===== config.mk =====
export PLATFORM = sky130hd
export DESIGN_NAME = board_ctrl_regs
export DESIGN_NICKNAME = d
export VERILOG_FILES = /design/src/rtl/board_ctrl_regs.sv
export SDC_FILE = /design/constraint.sdc
export NUM_CORES = 1
export LEC_CHECK = 0
export BUFFER_PORTS_ARGS = -buffer_cell sky130_fd_sc_hd__buf_2
export CAP_MARGIN = 5
export CELL_PAD_IN_SITES_DETAIL_PLACEMENT = 1
export CELL_PAD_IN_SITES_GLOBAL_PLACEMENT = 2
export CORE_MARGIN = 1.5
export CORE_UTILIZATION = 36
export DETAILED_ROUTE_END_ITERATION = 10
export GPL_TIMING_DRIVEN = 0
export PLACE_DENSITY = 0.82
export SLEW_MARGIN = 25
export SYNTH_ARGS = -nofsm -noshare
export SYNTH_HDL_FRONTEND = slang
export SYNTH_SLANG_ARGS = --single-unit

===== constraint.sdc =====
create_clock -name clk -period 5.65 [get_ports clk]
set_input_delay 0.8475 -clock clk [delete_from_list [all_inputs] [get_ports clk]]
set_output_delay 0.8475 -clock clk [all_outputs]
set_load 0.1 [all_outputs]

===== src/rtl/board_ctrl_regs.sv =====
module board_ctrl_regs #(
  parameter int ADDR_W      = 32,
  parameter int WIN_W       = 20,
  parameter int WORD_W      = 32,
  parameter int LED_W       = 8,
  parameter int GP_W        = 8,
  parameter int CHAR_STRIDE = 8,
  parameter logic [WIN_W-1:0] OFF_SWITCH  = 20'h00200,
  parameter logic [WIN_W-1:0] OFF_LED     = 20'h00408,
  parameter logic [WIN_W-1:0] OFF_HEX     = 20'h00410,
  parameter logic [WIN_W-1:0] OFF_CHAR0   = 20'h00418,
  parameter logic [WIN_W-1:0] OFF_SOFTRST = 20'h00500,
  parameter logic [WIN_W-1:0] OFF_GPIO    = 20'h00A00,
  parameter logic [WIN_W-1:0] OFF_TWIN    = 20'h00B00,
  parameter logic [WIN_W-1:0] OFF_TWOE    = 20'h00B08,
  parameter logic [WIN_W-1:0] OFF_TWOUT   = 20'h00B10,
  parameter logic [WIN_W-1:0] OFF_TWSEL   = 20'h00B18,
  localparam int NCH = WORD_W / 4
) (
  input  logic              clk,
  input  logic              rst,
  input  logic              bus_valid,
  input  logic              bus_we,
  input  logic [ADDR_W-1:0] bus_addr,
  input  logic [WORD_W-1:0] bus_wdata,
  output logic [WORD_W-1:0] bus_rdata,
  output logic              bus_rvalid,
  output logic              bus_err,
  output logic [LED_W-1:0]  led_o,
  output logic [NCH*8-1:0]  disp_o,
  output logic              soft_rst_o,
  output logic [GP_W-1:0]   gpio_o,
  output logic [1:0]        tw_oe_o,
  output logic              tw_scl_o,
  output logic              tw_sda_o,
  output logic              tw_wr_o,
  output logic              tw_sel_o,
  input  logic              tw_sda_i
);

  localparam int SHIFT   = $clog2(CHAR_STRIDE);
  localparam int IDX_W   = (NCH > 1) ? $clog2(NCH) : 1;
  localparam int CH_SPAN = NCH * CHAR_STRIDE;

  function automatic logic [7:0] hexc(input logic [3:0] n);
    return (n < 4'd10) ? (8'h30 + {4'h0, n}) : (8'h37 + {4'h0, n});
  endfunction

  logic [WIN_W-1:0] off, char_rel;
  logic [IDX_W-1:0] char_idx;
  logic unused_hi;
  assign off       = bus_addr[WIN_W-1:0];
  assign unused_hi = ^bus_addr[ADDR_W-1:WIN_W];
  assign char_rel  = off - OFF_CHAR0;
  assign char_idx  = char_rel[SHIFT +: IDX_W];

  logic hit_sw, hit_led, hit_hex, hit_chr, hit_srst, hit_gp;
  logic hit_twin, hit_twoe, hit_twout, hit_twsel, hit_any;
  assign hit_sw    = off == OFF_SWITCH;
  assign hit_led   = off == OFF_LED;
  assign hit_hex   = off == OFF_HEX;
  assign hit_chr   = (off >= OFF_CHAR0) && (char_rel < WIN_W'(CH_SPAN)) &&
                     (char_rel[SHIFT-1:0] == '0);
  assign hit_srst  = off == OFF_SOFTRST;
  assign hit_gp    = off == OFF_GPIO;
  assign hit_twin  = off == OFF_TWIN;
  assign hit_twoe  = off == OFF_TWOE;
  assign hit_twout = off == OFF_TWOUT;
  assign hit_twsel = off == OFF_TWSEL;
  assign hit_any   = hit_sw | hit_led | hit_hex | hit_chr | hit_srst | hit_gp |
                     hit_twin | hit_twoe | hit_twout | hit_twsel;

  logic wr, rd;
  assign wr = bus_valid &  bus_we;
  assign rd = bus_valid & ~bus_we;

  logic [LED_W-1:0]  led_q;
  logic [WORD_W-1:0] word_q;
  logic [7:0]        chars_q [NCH];
  logic [7:0]        hex_chr [NCH];
  logic [GP_W-1:0]   gp_q;
  logic [1:0]        oe_q;
  logic              scl_q, sda_q, sel_q, srst_q, twwr_q;

  for (genvar k = 0; k < NCH; k++) begin : g_chr
    assign hex_chr[k]       = hexc(bus_wdata[WORD_W-1-4*k -: 4]);
    assign disp_o[8*k +: 8] = chars_q[k];
  end

  always_ff @(posedge clk) begin
    if (rst) begin
      led_q  <= '0;
      word_q <= '0;
      gp_q   <= '0;
      oe_q   <= '0;
      scl_q  <= 1'b1;
      sda_q  <= 1'b1;
      sel_q  <= 1'b0;
      srst_q <= 1'b0;
      twwr_q <= 1'b0;
      for (int i = 0; i < NCH; i++) chars_q[i] <= 8'h20;
    end else begin
      srst_q <= wr & hit_srst;
      twwr_q <= wr & hit_twout;
      if (wr && hit_led)   led_q  <= bus_wdata[LED_W-1:0];
      if (wr && hit_hex)   word_q <= bus_wdata;
      if (wr && hit_gp)    gp_q   <= bus_wdata[GP_W-1:0];
      if (wr && hit_twoe)  oe_q   <= bus_wdata[1:0];
      if (wr && hit_twsel) sel_q  <= bus_wdata[0];
      if (wr && hit_twout) begin
        scl_q <= bus_wdata[1];
        sda_q <= bus_wdata[0];
      end
      for (int i = 0; i < NCH; i++) begin
        if (wr && hit_hex)
          chars_q[i] <= hex_chr[i];
        else if (wr && hit_chr && char_idx == IDX_W'(i))
          chars_q[i] <= bus_wdata[7:0];
      end
    end
  end

  logic [WORD_W-1:0] rd_val;
  always_comb begin
    rd_val = '0;
    if (hit_led)   rd_val = WORD_W'(led_q);
    if (hit_hex)   rd_val = word_q;
    if (hit_chr)   rd_val = WORD_W'(chars_q[char_idx]);
    if (hit_gp)    rd_val = WORD_W'(gp_q);
    if (hit_twin)  rd_val = WORD_W'({scl_q, tw_sda_i});
    if (hit_twoe)  rd_val = WORD_W'(oe_q);
    if (hit_twout) rd_val = WORD_W'({scl_q, sda_q});
    if (hit_twsel) rd_val = WORD_W'(sel_q);
  end

  always_ff @(posedge clk) begin
    if (rst) begin
      bus_rdata  <= '0;
      bus_rvalid <= 1'b0;
      bus_err    <= 1'b0;
    end else begin
      bus_rdata  <= rd ? rd_val : '0;
      bus_rvalid <= rd;
      bus_err    <= bus_valid & ~hit_any;
    end
  end

  assign led_o      = led_q;
  assign soft_rst_o = srst_q;
  assign gpio_o     = gp_q;
  assign tw_oe_o    = oe_q;
  assign tw_scl_o   = scl_q;
  assign tw_sda_o   = sda_q;
  assign tw_wr_o    = twwr_q;
  assign tw_sel_o   = sel_q;

  assert_soft_pulse_R6: assert property (@(posedge clk) disable iff (rst)
    soft_rst_o |=> !soft_rst_o);
  assert_soft_src_R6: assert property (@(posedge clk) disable iff (rst)
    soft_rst_o |-> $past(bus_valid && bus_we));
  assert_twwr_src_R8: assert property (@(posedge clk) disable iff (rst)
    tw_wr_o |-> $past(bus_valid && bus_we));
  assert_led_hold_R3: assert property (@(posedge clk) disable iff (rst)
    !(bus_valid && bus_we) |=> $stable(led_o));
  assert_err_src_R11: assert property (@(posedge clk) disable iff (rst)
    bus_err |-> $past(bus_valid));
  assert_rvalid_src_R12: assert property (@(posedge clk) disable iff (rst)
    bus_rvalid |-> $past(bus_valid && !bus_we));
  assert_idle_zero_R12: assert property (@(posedge clk) disable iff (rst)
    !bus_rvalid |-> bus_rdata == '0);

endmodule


==> reports/metrics.cfg <==
[logic_synthesis]
yosys.area.top_type = edfxtp_1
synth_edf_count = 64
synth.mux.area_fraction_pct = 9.153
yosysTopAreaCellShare_pct = 26.08
synth_compound_area_share_pct = 16.06
avgSynthCellArea_um2 = 10.41
synthTopCellsByArea = edfxtp_1 (26%), dfxtp_1 (24%), mux4_2 (5.2%), nand2_1 (4.3%), a21oi_1 (3.1%)
ys_seq_elements = 153
ys_seq_area_share_pct = 50.26
async_reset_ff_share_pct = 0
synth_commonest_cells = dfxtp_1 (89), nand2_1 (85), edfxtp_1 (64), a21oi_1 (45), o21ai_0 (42)
synth_most_common_cell = dfxtp_1
synth_ff_type = dfxtp_1
ys_types = 65
syn-num-nets = 790
synth_xor_area_share_pct = 1.426
synth_top_family_by_area = simple AND/OR/NAND/NOR gates
synthAdderAreaFrac_pct = 2.208
synth_area_um2 = 7368
yosys_warnings = 0
syn_inst = 708
synthSimpleGateAreaFrac_pct = 16.69

[cts]
cts_setup_buffers = 0
cts_sinks = 153
clk_latency_ps = 430
path_clk_slew_ps = 70
root_buffer = clkbuf_16
clk_path_buf_depth = 2
cts_tree = done
ctsResizeCount = 0
numCtsBuffers = 17
cts_max_level = 4
cts_hold_buf = 0

[global_route]
grt_max_degree = 17
grt_pass1_wl_mm = 39.75
grt_usage_pct = 24.94
grt_overflow_total = 0
antenna_found_initial = 0
first_global_vias = 6376

[placement]
pre_cts_slack_ps = 911.9
gp_congestion = 0.8616
portBuffers = 173
dpl.cell_count = 1151
dpl.hpwl_mm = 20.32

[setup_path]
path_buf_inv = 5
critPathTopFamily = buffers and inverters
end_kind = register
critPathRequiredTime_ps = 5960
slowest_stage = buf_1
crit_chain = buf_2 > clkbuf_1 > buf_1 > inv_1 > ha_1 > clkbuf_1 > mux4_2 > mux2i_1 > mux2_2 > a21oi_1
timing.critical_path.mode_cell = clkbuf_1
critPathKind = primary input to register
cp_max_fo = 10
startpoint_type = primary input
arrival_ps = 4530
cpPeakStageDelay_ps = 750

[route]
drc_errors = 0
route.vias.total = 6489
vias_per_cell = 5.485
postRouteAntennaNets = 0
wire_per_inst_um = 22.47
first_pass_iters = 5
drt-initial-drc-count = 513
drt_wl_total_mm = 26.58

[final_layout]
layout.nets = 982
utilization_pct = 45.60
area_growth_syn_to_layout_pct = 24.81
fill_cells = 2326
multi_input_area_um2 = 3373
final_cells = 1183
diodes = 0
drive_above_1_share_pct = 28.37
regArea_um2 = 3704

[power]
p_total_mw = 2.854
p_int_mw = 1.969
switchingPower_mw = 0.8852
seqPwrFrac_pct = 42.1
p_leak_nw = 3.601
combPwrFrac_pct = 16.5
clock_power_share_pct = 41.3
vdd_ir_drop_max_mv = 0.2195
p_sw_share_pct = 31.01
power_density_nw_per_um2 = 310.4

[sta]
finClkSkew_ps = 5.551
final_hold_viol_count = 0
final_max_slew_viol_count = 0
period_share_pct = 74.69
layout_min_cycle_time_ps = 4220
setup_viol = 0
finalWorstSetupSlack_ps = 1430
clock.fmax_mhz = 237.0
fin_setup_tns_ps = 0
slew_headroom_pct = 38.02
rsz0062_at_grt = false
tightest_slew_ps = 929.8

[floorplan]
start_util_pct = 36.53
chipHeight_um = 146.1
pin_count = 190
die_w_um = 146.1
die_area_um2 = 21340
core_um2 = 20170
rows = 52

[status]
status = finished, final reports clean

[worst_hold_path]
hold_class = register to register

[job]
maxCapViolCount = 0

==> layer usage <==
layer	global-route usage (%)	vias up	wire length (um)
li1	-	2998	-
met1	34.84	3215	11820
met2	39.69	253	12530
met3	5.250	23	1858
met4	6.061	0	365
met5	0	-	0
==> registers in the layout, indices dropped and copies added, names as in the netlist <==
name,cells
tw_sel_o,1
gpio_o,8
bus_rvalid,1
soft_rst_o,1
tw_wr_o,1
tw_scl_o,1
tw_sda_o,1
led_o,8
chars_q,64
bus_err,1
word_q,32
tw_oe_o,2
bus_rdata,32
==> layout make-up <==
class                   count  share of cell area (%)
plain buffers              47                   2.177
clock buffers              21                   5.483
clock inverters            11                   1.116
inverters                  29                   1.184
multi-input cells         479                   36.68
flip-flops and latches    153                   40.27
well taps                 270                   3.673
repair buffers            173                   9.415
==> through the flow <==
step	area (um^2)	hold slack, ps
global route	9196	475.0
CTS	9196	454.7
finish	9196	451.2
detailed placement	8589	440.7
floorplan	7368	414.3
global placement	8572	428.8
==> cells by family (layout without fill, tap and decap cells) <==
kind of cell,after synthesis,in the layout
buffers and inverters,76,281
DFF,153,153
muxes,45,45
xor gates and xnor gates,12,12
AOI/OAI and AO/OA,174,174
and+or+nand+nor,235,235
adders and majority gates,13,13
==> power by group through the flow <==
stage                     logic [mW]  clock network, mW  registers, mW
final                          0.472               1.18           1.20
after global routing           0.492               1.24           1.20
after CTS                      0.472               1.19           1.20
after detailed placement       0.470                  0           1.23
after global placement         0.465                  0           1.23
after floorplan                0.140                  0           1.42
==> worst min-delay path, cell delays in order, from the launching register on <==
cell and delay, ps:
dfxtp_1 320, nand2_1 40, o21ai_0 50
==> final timing paths <==
| path | from | endpoint | slack (ps) | cells after the start |
|---|---|---|---|---|
| worst min-delay path | word_q[9] | word_q[9] | 450 | 2 |
| worst max register to register | chars_q[5][0] | bus_rdata[0] | 3960 | 4 |
| worst min register to register | word_q[9] | word_q[9] | 450 | 2 |
| worst max-delay path | bus_addr[3] | bus_rdata[4] | 1430 | 10 |
==> cells in the final DEF, fill, tap and decap left out, types with 3 or more instances in the layout <==
cell       instances
a21boi_0           3
a21o_1             6
a21oi_1           45
a22o_1            10
a22oi_1            8
a31oi_1            8
a32o_1             3
a32o_2             5
and2_1            29
buf_1              5
buf_2            177
clkbuf_1          36
clkbuf_16         20
clkinv_4           3
dfxtp_1           89
edfxtp_1          64
ha_1              13
inv_1             27
inv_4              3
mux2_2             8
mux2i_1           19
mux4_2            17
nand2_1           85
nand2b_1           6
nand3_1           28
nand4_1            3
nor2_1            32
nor2b_1            6
nor3_1            15
nor3b_1            3
nor4_1             5
o21ai_0           42
o22ai_1            3
o31ai_1            7
o32ai_1           16
or3_1              3
or4_1              3
xnor2_1            9
Power figures use the tool's default switching activity.
